### src/rtl/alu_pkg.sv
package alu_pkg;

    typedef enum logic [3:0] {
        OP_ADDU = 4'b0000,
        OP_SUBU = 4'b0001,
        OP_ADD  = 4'b0010,
        OP_SUB  = 4'b0011,
        OP_AND  = 4'b0100,
        OP_OR   = 4'b0101,
        OP_XOR  = 4'b0110,
        OP_NOR  = 4'b0111,
        OP_LUI  = 4'b1000,
        OP_SLTU = 4'b1010,
        OP_SLT  = 4'b1011,
        OP_SRA  = 4'b1100,
        OP_SRL  = 4'b1101,
        OP_SLL  = 4'b1110
    } alu_op_e;

    typedef enum logic [1:0] {
        SH_LEFT      = 2'b00,
        SH_RIGHT_LOG = 2'b01,
        SH_RIGHT_ARI = 2'b10
    } shift_mode_e;

    typedef enum logic [1:0] {
        LG_AND = 2'b00,
        LG_OR  = 2'b01,
        LG_XOR = 2'b10,
        LG_NOR = 2'b11
    } logic_sel_e;

endpackage

### src/rtl/alu_addsub.sv
module alu_addsub #(
    parameter int W = 32
) (
    input  logic [W-1:0] a_i,
    input  logic [W-1:0] b_i,
    input  logic         sub_i,
    output logic [W-1:0] sum_o,
    output logic         cout_o,
    output logic         ovf_o
);
    logic [W-1:0] b_eff;
    logic [W:0]   full;

    always_comb begin
        b_eff  = sub_i ? ~b_i : b_i;
        full   = {1'b0, a_i} + {1'b0, b_eff} + {{W{1'b0}}, sub_i};
        sum_o  = full[W-1:0];
        cout_o = full[W];
        ovf_o  = (a_i[W-1] == b_eff[W-1]) && (sum_o[W-1] != a_i[W-1]);
    end

    // Subtracting an operand from itself must give zero with no borrow or overflow
    always_comb begin
        if (sub_i && (a_i == b_i)) begin
            assert_self_sub_zero_R2: assert (sum_o == '0 && cout_o && !ovf_o);
        end
    end
endmodule

### src/rtl/alu_shifter.sv
module alu_shifter
    import alu_pkg::*;
#(
    parameter int W = 32
) (
    input  logic [W-1:0]         data_i,
    input  logic [$clog2(W)-1:0] amt_i,
    input  shift_mode_e          mode_i,
    output logic [W-1:0]         res_o
);
    localparam int SW = $clog2(W);

    logic         fill;
    logic [W-1:0] cur;

    always_comb begin
        fill = (mode_i == SH_RIGHT_ARI) && data_i[W-1];
        cur  = data_i;
        for (int k = 0; k < SW; k++) begin
            if (amt_i[k]) begin
                if (mode_i == SH_LEFT) begin
                    cur = cur << (1 << k);
                end else begin
                    cur = (cur >> (1 << k)) |
                          (fill ? ~({W{1'b1}} >> (1 << k)) : {W{1'b0}});
                end
            end
        end
        res_o = cur;
    end

    always_comb begin
        if (amt_i == '0) begin
            assert_zero_dist_pass_R8: assert (res_o == data_i);
        end
        if (mode_i == SH_RIGHT_LOG && amt_i != '0) begin
            assert_log_right_msb_clear_R8: assert (res_o[W-1] == 1'b0);
        end
        if (mode_i == SH_RIGHT_ARI) begin
            assert_ari_sign_kept_R9: assert (res_o[W-1] == data_i[W-1]);
        end
    end
endmodule

### src/rtl/alu_logic.sv
module alu_logic
    import alu_pkg::*;
#(
    parameter int W = 32
) (
    input  logic [W-1:0] a_i,
    input  logic [W-1:0] b_i,
    input  logic_sel_e   sel_i,
    output logic [W-1:0] res_o
);
    always_comb begin
        unique case (sel_i)
            LG_AND:  res_o = a_i & b_i;
            LG_OR:   res_o = a_i | b_i;
            LG_XOR:  res_o = a_i ^ b_i;
            LG_NOR:  res_o = ~(a_i | b_i);
            default: res_o = '0;
        endcase
    end
endmodule

### src/rtl/int_alu.sv
module int_alu
    import alu_pkg::*;
#(
    parameter int WIDTH = 32
) (
    input  logic [WIDTH-1:0] a,
    input  logic [WIDTH-1:0] b,
    input  logic [3:0]       op,
    output logic [WIDTH-1:0] r,
    output logic             zero,
    output logic             carry,
    output logic             negative,
    output logic             overflow
);
    localparam int HALF = WIDTH / 2;
    localparam int SHW  = $clog2(WIDTH);

    alu_op_e      op_e;
    logic         use_sub;
    logic [WIDTH-1:0] sum;
    logic         cout;
    logic         ovf_raw;
    logic [WIDTH-1:0] sh_res;
    logic [WIDTH-1:0] lg_res;
    shift_mode_e  sh_mode;
    logic_sel_e   lg_sel;
    logic         lt_signed;
    logic         lt_unsigned;

    always_comb begin
        op_e    = alu_op_e'(op);
        use_sub = (op_e == OP_SUBU) || (op_e == OP_SUB) ||
                  (op_e == OP_SLT)  || (op_e == OP_SLTU);
        sh_mode = (op_e == OP_SLL) ? SH_LEFT :
                  (op_e == OP_SRA) ? SH_RIGHT_ARI : SH_RIGHT_LOG;
        lg_sel  = logic_sel_e'(op[1:0]);
    end

    alu_addsub #(.W(WIDTH)) u_addsub (
        .a_i(a), .b_i(b), .sub_i(use_sub),
        .sum_o(sum), .cout_o(cout), .ovf_o(ovf_raw)
    );

    alu_shifter #(.W(WIDTH)) u_shifter (
        .data_i(b), .amt_i(a[SHW-1:0]), .mode_i(sh_mode), .res_o(sh_res)
    );

    alu_logic #(.W(WIDTH)) u_logic (
        .a_i(a), .b_i(b), .sel_i(lg_sel), .res_o(lg_res)
    );

    // signed compare uses sign xor overflow of a - b
    assign lt_signed   = sum[WIDTH-1] ^ ovf_raw;
    assign lt_unsigned = ~cout;

    always_comb begin
        r     = sum;
        carry = 1'b0;
        unique case (op_e)
            OP_ADDU, OP_ADD: begin
                r     = sum;
                carry = cout;
            end
            OP_SUBU, OP_SUB: begin
                r     = sum;
                carry = ~cout;
            end
            OP_AND, OP_OR, OP_XOR, OP_NOR: r = lg_res;
            OP_LUI:  r = {b[HALF-1:0], {HALF{1'b0}}};
            OP_SLTU: r = {{(WIDTH-1){1'b0}}, lt_unsigned};
            OP_SLT:  r = {{(WIDTH-1){1'b0}}, lt_signed};
            OP_SRA, OP_SRL, OP_SLL: r = sh_res;
            default: begin
                r     = sum;
                carry = cout;
            end
        endcase
        zero     = (r == '0);
        negative = r[WIDTH-1];
        overflow = ovf_raw && ((op_e == OP_ADD) || (op_e == OP_SUB));
    end

    always_comb begin
        if (overflow) begin
            assert_ovf_only_signed_R3: assert (op == 4'b0010 || op == 4'b0011);
        end
        if (op_e == OP_LUI) begin
            assert_lui_low_clear_R7: assert (r[HALF-1:0] == '0);
        end
        if (op_e == OP_SLT || op_e == OP_SLTU) begin
            assert_compare_is_bit_R5: assert (r[WIDTH-1:1] == '0 && !carry);
        end
        if (op_e == OP_SLT && a == b) begin
            assert_slt_equal_false_R5: assert (r == '0);
        end
    end
endmodule

### config.mk
export PLATFORM = sky130hd
export DESIGN_NAME = int_alu
export DESIGN_NICKNAME = d
export VERILOG_FILES = /design/src/rtl/alu_pkg.sv /design/src/rtl/alu_addsub.sv /design/src/rtl/alu_shifter.sv /design/src/rtl/alu_logic.sv /design/src/rtl/int_alu.sv
export SDC_FILE = /design/constraint.sdc
export NUM_CORES = 1
export LEC_CHECK = 0
export BUFFER_PORTS_ARGS = -buffer_cell sky130_fd_sc_hd__buf_2
export CAP_MARGIN = 20
export CORE_MARGIN = 2
export CORE_UTILIZATION = 45
export DETAILED_ROUTE_END_ITERATION = 10
export PLACE_DENSITY = 0.74
export SYNTH_ARGS = -nofsm -noshare
export SYNTH_HDL_FRONTEND = slang
export SYNTH_SLANG_ARGS = --single-unit
### constraint.sdc
create_clock -name vclk -period 5.6
set_input_delay 0.28 -clock vclk [all_inputs]
set_output_delay 0.28 -clock vclk [all_outputs]
set_load 0.01 [all_outputs]
Yosys cells after proc, flatten, opt, wreduce, memory -nomap -nowiden
Index checks and enable logic that the tools add are counted.
{"block": "totals", "ff_bits": 0, "latch_bits": 0, "ramBits": 0, "mem_bits_ro": 0, "in_bits": 68, "word_cells": 68, "memories": 0}
{"block": "classes", "n_addsub": 2, "multipliers": 0, "div_mod_pow": 0, "order_cmp": 0, "eq_ne": 19, "shift": 0, "mux": 21, "bitwise_logic": 12, "reduce_logical": 14}
{"cell": "two-way mux 32 bit", "count": 16}
{"cell": "case mux 32 bit (5 select lines)", "count": 1}
{"cell": "case mux 32 bit (4 select lines)", "count": 1}
{"cell": "NOT 32 bit", "count": 2}
{"cell": "adder 32 x 32 -> 33 bit", "count": 1}
{"cell": "adder 33 x 1 -> 33 bit", "count": 1}
{"cell": "bitwise AND 32 bit", "count": 1}
{"cell": "zero test 32 bit", "count": 1}
{"cell": "bitwise OR 16 x 32 -> 32 bit", "count": 1}
{"cell": "bitwise OR 24 x 32 -> 32 bit", "count": 1}
{"cell": "bitwise OR 28 x 32 -> 32 bit", "count": 1}
{"cell": "bitwise OR 30 x 32 -> 32 bit", "count": 1}
{"cell": "bitwise OR 31 x 32 -> 32 bit", "count": 1}
{"cell": "bitwise OR 32 bit", "count": 1}
{"cell": "XOR 32 bit", "count": 1}
{"cell": "equality test 4 bit, second input constant", "count": 6}
{"cell": "equality test 4 x 3 -> 1 bit, second input constant", "count": 4}
{"cell": "OR reduction 10 bit", "count": 1}
{"cell": "equality test 4 x 2 -> 1 bit, second input constant", "count": 2}
{"cell": "equality test 2 bit, second input constant", "count": 3}
{"cell": "equality test 4 x 1 -> 1 bit, second input constant", "count": 1}
{"cell": "zero test 2 bit", "count": 2}
{"cell": "logical OR 1 bit", "count": 4}
{"cell": "two-way mux 2 bit", "count": 2}
{"cell": "other kinds (10)", "count": 12}

Longest topological paths before layout
Gate-level depths: netlist of run 1.
{"block": "logic_depth", "word_depth": 23, "mapped_depth": 18}

By module
A second synthesis of run 1 with hierarchy kept.
{"block": "hier_totals", "hier_cells": 1432, "hier_area_um2": 10179.8}
{"mod": "alu_shifter", "n_inst": 1, "cells_each": 713, "area_per_inst_um2": 4738.3, "seq_area_each_um2": 0.0}
{"mod": "alu_logic", "n_inst": 1, "cells_each": 235, "area_per_inst_um2": 2105.8, "seq_area_each_um2": 0.0}
{"mod": "alu_addsub", "n_inst": 1, "cells_each": 276, "area_per_inst_um2": 1983.2, "seq_area_each_um2": 0.0}
{"mod": "int_alu", "n_inst": 1, "cells_each": 208, "area_per_inst_um2": 1352.5, "seq_area_each_um2": 0.0}

Worst setup path after synthesis of run 1
No wires, ideal clock.
{"block": "synth_path", "path_kind": "input port to output port", "from": "input port op[2]", "to": "output port zero", "arrival_time_ps": 4232, "required_time_ps": 5320, "path_slack_ps": 1088, "stages": 16, "n_path_buf": 3, "path_cell_list": "clkbuf_1 -> clkbuf_1 -> nor2_1 -> buf_1 -> xnor2_1 -> ha_1 -> a21oi_1 -> o211ai_1 -> a211oi_1 -> nor2_1 -> xor2_1 -> a221o_1 -> or4_1 -> nor4b_2 -> nand4_1 -> nor2_1"}
{"block": "synth_between", "word_cells_on_any_way": 52, "cone_classes": "2 x add/sub; 15 x eq/ne; 19 x mux; 7 x bitwise; 9 x reduce/logical"}
{"element": "start: declaration", "line": "int_alu.sv:8", "rtl": "input logic [3:0] op,"}
{"element": "parallel branches: the longest is 17 deep, another holds adder 32 x 32 -> 33 bit"}
{"element": "case mux 32 bit (5 select lines) (*)", "line": "int_alu.sv:59", "rtl": "unique case (op_e)"}
{"element": "via r[14]", "line": "int_alu.sv:9", "rtl": "output logic [WIDTH-1:0] r,"}
{"element": "zero test 32 bit (*)", "line": "int_alu.sv:78", "rtl": "zero = (r == '0);"}
{"element": "end: declaration", "line": "int_alu.sv:10", "rtl": "output logic zero,"}
Mark *: on every way through the listed nets, which the timed path passes.

Final worst setup path of run 1
{"block": "layout_path", "from": "input port op[3]", "to": "output port zero"}
{"block": "layout_between", "elab_chain_len": 23, "word_cells_on_any_way": 52, "cone_classes": "2 x add/sub; 15 x eq/ne; 19 x mux; 7 x bitwise; 9 x reduce/logical"}
{"element": "parallel branches: the longest is 21 deep, another holds adder 32 x 32 -> 33 bit"}
{"element": "case mux 32 bit (5 select lines) (*)", "line": "int_alu.sv:59"}
{"element": "zero test 32 bit (*)", "line": "int_alu.sv:78"}
Every way passes the cells marked *.

==> results of run 1 <==
stage by stage:
stage,setup WS (ps),cells,util [%],hold slack [ps],instance area [um2]
finish,589,1777,48.8,1090,11000
global route,296,1776,48.8,1130,10900
CTS,662,1776,48.8,1080,10900
detailed placement,673,1776,48.8,1080,10900
global placement,745,1776,48.8,1070,10900
floorplan,1090,1457,-,809,10200
area by class of cell:
| class | count | area [um2] |
|---|---|---|
| Multi-Input combinational cell | 1240 | 9240 |
| Tap cell | 285 | 357 |
| Timing Repair Buffer | 171 | 1060 |
| Fill cell | 2328 | 11500 |
| Antenna cell | 1 | 2.50 |
| Inverter | 80 | 300 |
cell usage after synthesis, drive strengths merged, types with 12 or more instances:
cell / instances / area share [%]
clkbuf: 64 / 2.4
o21ai: 95 / 4.7
a22oi: 15 / 1.1
o211ai: 33 / 2.5
nor2: 102 / 3.8
mux2: 28 / 3.1
nor3: 25 / 1.2
xor2: 16 / 1.4
ha: 96 / 12
a221oi: 26 / 2.3
a21o: 13 / 0.96
nand2: 123 / 4.6
o22ai: 18 / 1.2
mux2i: 104 / 10
inv: 78 / 2.9
xnor2: 64 / 5.5
o31ai: 15 / 1.1
mux4: 16 / 3.5
a21oi: 95 / 4.7
a311oi: 12 / 1.0
nand3: 33 / 1.6
buf: 73 / 4.2
a211o: 14 / 1.2
nand2b: 28 / 1.7
a211oi: 29 / 2.1
nor2b: 24 / 1.5
a31oi: 26 / 1.6
kinds of logic (layout without fill, tap and decap cells):
group                      count (synthesis)  in the layout  share of synthesized area, %
AOI/OAI and AO/OA                        502            502                          34.4
xor gates and xnor gates                  80             80                          6.88
adders and majority gates                 97             97                          12.0
buffers and inverters                    217            251                          9.55
muxes                                    148            148                          16.9
other                                      0              1                             0
and+or+nand+nor                          413            413                          20.3
worst max-delay path, stage by stage:
cell and delay, ps:
buf_2 110, mux2i_1 110, buf_4 170, nor2_4 210, buf_4 460, xnor2_1 140, ha_1 490, nand4_1 190
nor2_1 180, a211oi_1 180, or3_1 430, a32oi_1 440, mux2i_1 270, o311ai_0 330, nor4_1 340, nand4_1 120
nor2_1 120, buf_2 140
worst paths after layout:
| path | to | slack [ps] | cells after the start |
|---|---|---|---|
| setup / recovery | zero | 590 | 18 |
| hold / removal | overflow | 1090 | 4 |
per-layer routing:
metal / part of all wire (%) / global-route usage (%) / up-vias
li1: - / - / 5590
met1: 40 / 62.6 / 6111
met2: 41 / 68.6 / 1011
met3: 13 / 9.75 / 225
met4: 5.9 / 22.3 / 0
met5: 0 / 0 / -
==> reports/metrics.csv, run 1 <==
metric,value,unit
rsz0062_at_grt,false,
end_kind,output port,
layout_common_cells,"nand2_1, mux2i_1, buf_2",
die_w,154,um
max-slew-margin-rel,24.3,%
cts_resized,0,
vias,12900,
cp.arrival,4730,ps
grt_pass1_vias,11800,
grt_usage,45.9,%
finalHoldViolCount,0,
min_period,5010,ps
ys_types,92,
syn_inst,1457,
detail_route.wl_per_cell,32.3,um
dr.pass1.iters,7,
grt_max_degree,139,
max_freq,200,MHz
clkbuf_count,0,
status,completed,
antenna_found_initial,2,
finish.net_count,1658,
slew_violations,0,
coreArea,22400,um2
seq_area,0,um2
rows,55,
critPathLaunch,op[3],
design.seq.count,0,
finalWeightedCongestion,1.07,
io_buffers,104,
initial_utilization,45.4,%
areaGrowthSynthToFinish,7.58,%
worst_slew_pin_slew,1120,ps
yosys_warnings,0,
vias_per_cell,7.28,
ctsHoldBuffers,0,
finalCritPeriodShare,89.5,%
syn-cell-area,10200,um2
die_h,154,um
critPathKind,in2out,
ant_nets,0,
min_from,a[31],
cp_max_fo,26,
maxCapViolations,0,
crit_required,5320,ps
setup_viol,0,
remaining_drc_errors,0,
avgSynthCellArea,6.99,um2
start_kind,input port,
io_pins,104,
grt_pass1_wl,81800,um
yosysSeqAreaShare,0,%
first_iter_violations,1825,
synth_nets,1622,
die_area,23800,um2
dp_hpwl,44200,um
post-cts-setup-buffer-count,0,
setup_tns,0,ps
min_path_type,in2out,
drive_above_1_share,16.6,%
grt-ovfl-total,0,
drt-total-wl,57500,um
layout_commonest_cell,nand2_1,
==> run 2: changes to the inputs <==
--- a/config.mk
+++ b/config.mk
@@ -7,6 +7,7 @@
 export LEC_CHECK = 0
 export BUFFER_PORTS_ARGS = -buffer_cell sky130_fd_sc_hd__buf_2
 export CAP_MARGIN = 20
+export CORE_ASPECT_RATIO = 1.75
 export CORE_MARGIN = 2
 export CORE_UTILIZATION = 45
 export DETAILED_ROUTE_END_ITERATION = 10
==> constraint.sdc (replaced) <==
create_clock -name vclk -period 5.32
set_input_delay 0.266 -clock vclk [all_inputs]
set_output_delay 0.266 -clock vclk [all_outputs]
set_load 0.01 [all_outputs]
==> reports/metrics.csv, run 2 (same netlist as run 1, synthesis figures left out) <==
metric,value,unit,change
status,completed,,
vias,13300,,+3.1%
die_area,23900,um2,+0.20%
irDropWorstVdd,0.0642,mV,
crit_required,5050,ps,-270 ps
fillers,2340,,+0.52%
first_iter_violations,1880,,+3.0%
p_total,1550,uW,
switching_share,65.1,%,
finalWorstSetupSlack,261,ps,-328 ps
finalCritPeriodShare,95.1,%,
post-place-ws,282,ps,-391 ps
rows,72,,+31%
max_freq,198,MHz,
ctsHoldBuffers,0,,unchanged
power_switching,1010,uW,
whs_path_depth,4,,unchanged
maxCapViolations,0,,unchanged
remaining_drc_errors,0,,unchanged
areaGrowthSynthToFinish,8.71,%,
min_from,a[31],,
min_period,5060,ps,
die_h,203,um,+31%
critPathKind,in2out,,
cp.arrival,4790,ps,+60 ps
grt-ovfl-total,0,,unchanged
fin_area,11100,um2,+1.1%
slew_violations,0,,unchanged
io_pins,104,,unchanged
ant_nets,0,,unchanged
seq_area,0,um2,unchanged
dpl-instance-area,11100,um2,+1.0%
finalHoldViolCount,0,,unchanged
drt-total-wl,60200,um,+4.8%
antenna_cells,0,,-1
setup_viol,0,,unchanged
layout_commonest_cell,nand2_1,,
worstHoldEndpoint,overflow,,
worst_slew_pin_slew,1190,ps,+69.9 ps
dr.pass1.iters,6,,-1
clkbuf_count,0,,unchanged
finalWeightedCongestion,1.13,,+5.0%
setup_tns,0,ps,unchanged
detail_route.wl_per_cell,33.5,um,+3.5%
final_cells,1799,,+1.2%
grt_max_degree,65,,-53%
end_kind,output port,,
vias_per_cell,7.42,,+1.9%
rsz0062_at_grt,false,,
grt_usage,48.4,%,+2.5 points
powerDensity,140,nW/um2,
cp_max_fo,16,,-38%
design.seq.count,0,,unchanged
power_leakage,0.00482,uW,
intPower,541,uW,
min_path_type,in2out,,
antenna_found_initial,1,,-1
dp.cells,1798,,+1.2%
die_w,118,um,-24%
initial_utilization,45.9,%,+0.56 points
seqPwrFrac,0,%,
power_frac_clock,0,%,
drive_above_1_share,17.2,%,+0.60 points
post-cts-setup-buffer-count,0,,unchanged
p_comb_share,100.0,%,
coreArea,22200,um2,-1.2%
layout_common_cells,"nand2_1, mux2i_1, buf_2",,
io_buffers,104,,unchanged
grt_pass1_vias,12600,,+6.3%
finish.net_count,1670,,+0.72%
max-slew-margin-rel,20.6,%,-3.7 points
dp_hpwl,46500,um,+5.2%
grt_pass1_wl,86800,um,+6.0%
start_kind,input port,,
run 2: cell types whose count changed in the layout (fill, tap and decap cells not counted):
cell and delta:
diode_2 -1, buf_12 +2, clkbuf_2 +1, o21ai_1 +1
buf_2 +1, nor4_2 -1, buf_4 +8, o21ai_0 -1
nor4_1 +1
run 2: area by class of cell:
class	instances	area, um2	share of cell area (%)
Tap cell	296	370	3.35
Inverter	80	300	2.71
Timing Repair Buffer	183	1170	10.5
Multi-Input combinational cell	1240	9230	83.4
run 2: critical path, stage by stage:
cell	delay, ps
buf_2	250
mux2i_1	120
buf_4	160
nor2_4	470
buf_4	420
xnor2_1	130
ha_1	370
and4_1	250
nand4_1	120
or3_1	370
o21ai_0	460
o21ai_1	270
o2111ai_1	250
o211ai_1	170
nor4_1	320
nand4_1	120
nor2_1	110
buf_2	130
run 2: power by group through the flow:
| stage | combinational, uW | clock (uW) | sequential [uW] |
|---|---|---|---|
| 2_1_floorplan | 928 | 0 | 0 |
| 5_1_grt | 1610 | 0 | 0 |
| 3_5_place_dp | 1480 | 0 | 0 |
| 3_3_place_gp | 1460 | 0 | 0 |
| 6_report | 1550 | 0 | 0 |
| 4_1_cts | 1480 | 0 | 0 |
run 2: worst max path at each step:
stage	startpoint	to	slack [ps]
5_1_grt	op[3]	zero	40
2_1_floorplan	op[2]	zero	840
3_5_place_dp	op[3]	zero	280
4_1_cts	op[3]	zero	260
3_3_place_gp	op[3]	zero	380
6_report	op[3]	zero	260
run 2: what timing repair did:
| action | in CTS | in global routing |
|---|---|---|
| gates resized for setup | 0 | 1 |
| endpoints found under the setup margin | 0 | 2 |
| endpoints found under the hold margin | 0 | 0 |
run 2: metal layers:
layer	routed length (um)	GRT usage, %	vias up
met1	20600	54.6	6267
met2	26500	77.0	1101
met3	6100	9.58	372
met4	7000	42.9	2
met5	11	0	-
li1	-	-	5599
run 2: per-stage QoR:
stage,hold slack (ps),utilization (%)
floorplan,781,-
global placement,1080,49.9
detailed placement,1080,49.9
CTS,1080,49.9
global route,1120,49.9
finish,1080,49.9
No activity file was read; power rests on OpenSTA's default activity.
==> run 3: changes to the inputs <==
--- a/config.mk
+++ b/config.mk
@@ -12,6 +12,7 @@
 export CORE_UTILIZATION = 45
 export DETAILED_ROUTE_END_ITERATION = 10
 export PLACE_DENSITY = 0.74
+export REMOVE_ABC_BUFFERS = 1
 export SYNTH_ARGS = -nofsm -noshare
 export SYNTH_HDL_FRONTEND = slang
 export SYNTH_SLANG_ARGS = --single-unit
==> reports/metrics.csv, run 3 (same netlist as run 1, synthesis figures left out) <==
metric,value,unit,change
coreArea,22200,um2,unchanged
power_leakage,0.00497,uW,+3.1%
powerDensity,144,nW/um2,+2.5%
rsz0062_at_grt,false,,
setup_viol,0,,unchanged
layout_commonest_cell,nand2_1,,
grt_pass1_wl,89500,um,+3.2%
areaGrowthSynthToFinish,11.1,%,
power_switching,1050,uW,+3.6%
worst_slew_pin_slew,1250,ps,+55.4 ps
seq_area,0,um2,unchanged
grt_pass1_vias,13000,,+3.2%
rows,72,,unchanged
finalCritPeriodShare,94.2,%,-0.87 points
irDropWorstVdd,0.0660,mV,+2.8%
crit_required,5050,ps,about the same
grt-ovfl-total,0,,unchanged
layout_common_cells,"nand2_1, buf_4, mux2i_1",,
max_freq,199,MHz,+0.92%
p_total,1620,uW,+4.7%
p_comb_share,100.0,%,about the same
cp_max_fo,86,,+70
vias,13500,,+1.6%
end_kind,output port,,
whs_path_depth,4,,unchanged
die_w,118,um,unchanged
status,completed,,
setup_tns,0,ps,unchanged
ant_nets,0,,unchanged
multi_input_area,9230,um2,about the same
min_period,5010,ps,-46.0 ps
critPathKind,in2out,,
fillers,2287,,-2.3%
seqPwrFrac,0,%,unchanged
post-cts-setup-buffer-count,0,,unchanged
cp.arrival,4750,ps,-40 ps
io_buffers,104,,unchanged
maxCapViolations,0,,unchanged
critPathLaunch,op[1],,
final_cells,1832,,+1.8%
critical_path.endpoint,zero,,
dr.pass1.iters,8,,+2
detail_route.wl_per_cell,33.9,um,+1.3%
die_h,203,um,unchanged
io_pins,104,,unchanged
hold_ws,1050,ps,-35.0 ps
clkbuf_count,0,,unchanged
max-slew-margin-rel,16.6,%,-4.0 points
cts_resized,0,,unchanged
remaining_drc_errors,0,,unchanged
first_iter_violations,1825,,-2.9%
drt-total-wl,62200,um,+3.2%
slew_violations,0,,unchanged
drive_above_1_share,18.9,%,+1.7 points
die_area,23900,um2,unchanged
design.seq.count,0,,unchanged
min_path_type,in2out,,
intPower,578,uW,+6.7%
antenna_found_initial,1,,unchanged
vias_per_cell,7.40,,-0.28%
dp.cells,1829,,+1.7%
finish.net_count,1702,,+1.9%
initial_utilization,45.9,%,unchanged
grt_usage,50.4,%,+1.9 points
ctsHoldBuffers,0,,unchanged
start_kind,input port,,
power_frac_clock,0,%,unchanged
finalWeightedCongestion,1.19,,+5.7%
grt_max_degree,87,,+34%
dp_hpwl,48300,um,+3.9%
switching_share,64.4,%,-0.66 points
finalHoldViolCount,0,,unchanged
## run 3: area by class of cell
cell class	instances	share of cell area, %
multi-input combinational	1240	81.6
timing repair buffer	215	12.4
tap	296	3.28
inverter	80	2.66
antenna	1	0.0221
## run 3: power groups by stage
stage	Clock [uW]	Combinational, uW	Sequential [uW]
global placement	0	1520	0
detailed placement	0	1530	0
floorplan	0	839	0
CTS	0	1540	0
global route	0	1680	0
finish	0.000137	1620	0
## run 3: metal layers
metal  vias to the layer above  GRT usage, %  part of all wire (%)
met5                         -             0                     0
met1                      6414          55.6                    34
met4                         0          44.8                    12
li1                       5680             -                     -
met3                       379          12.8                    10
met2                      1075          79.4                    44
## run 3: how the worst min path moves through the flow
stage | startpoint | slack, ps | to
3_3_place_gp | a[31] | 1040 | overflow
3_5_place_dp | a[31] | 1040 | overflow
2_1_floorplan | op[0] | 690 | carry
6_report | a[31] | 1050 | overflow
4_1_cts | a[31] | 1040 | overflow
5_1_grt | a[31] | 1070 | overflow
## run 3: worst max-delay path, stage by stage
cell and delay (ps):
buf_4 110, buf_12 400, nand4b_4 620, buf_4 440
a211oi_1 310, o32ai_1 210, nor2_1 240, nand3b_1 440
nand3_1 360, or4_1 570, nor4b_2 310, nand4_1 140
nor2_1 120, buf_2 130
## run 3: per-stage QoR
step	util, %	instance area, um2	setup WS (ps)
floorplan	-	9510	-225
global placement	50.9	11300	439
detailed placement	50.9	11300	481
CTS	50.9	11300	465
global route	51.0	11300	32.4
finish	51.0	11300	307
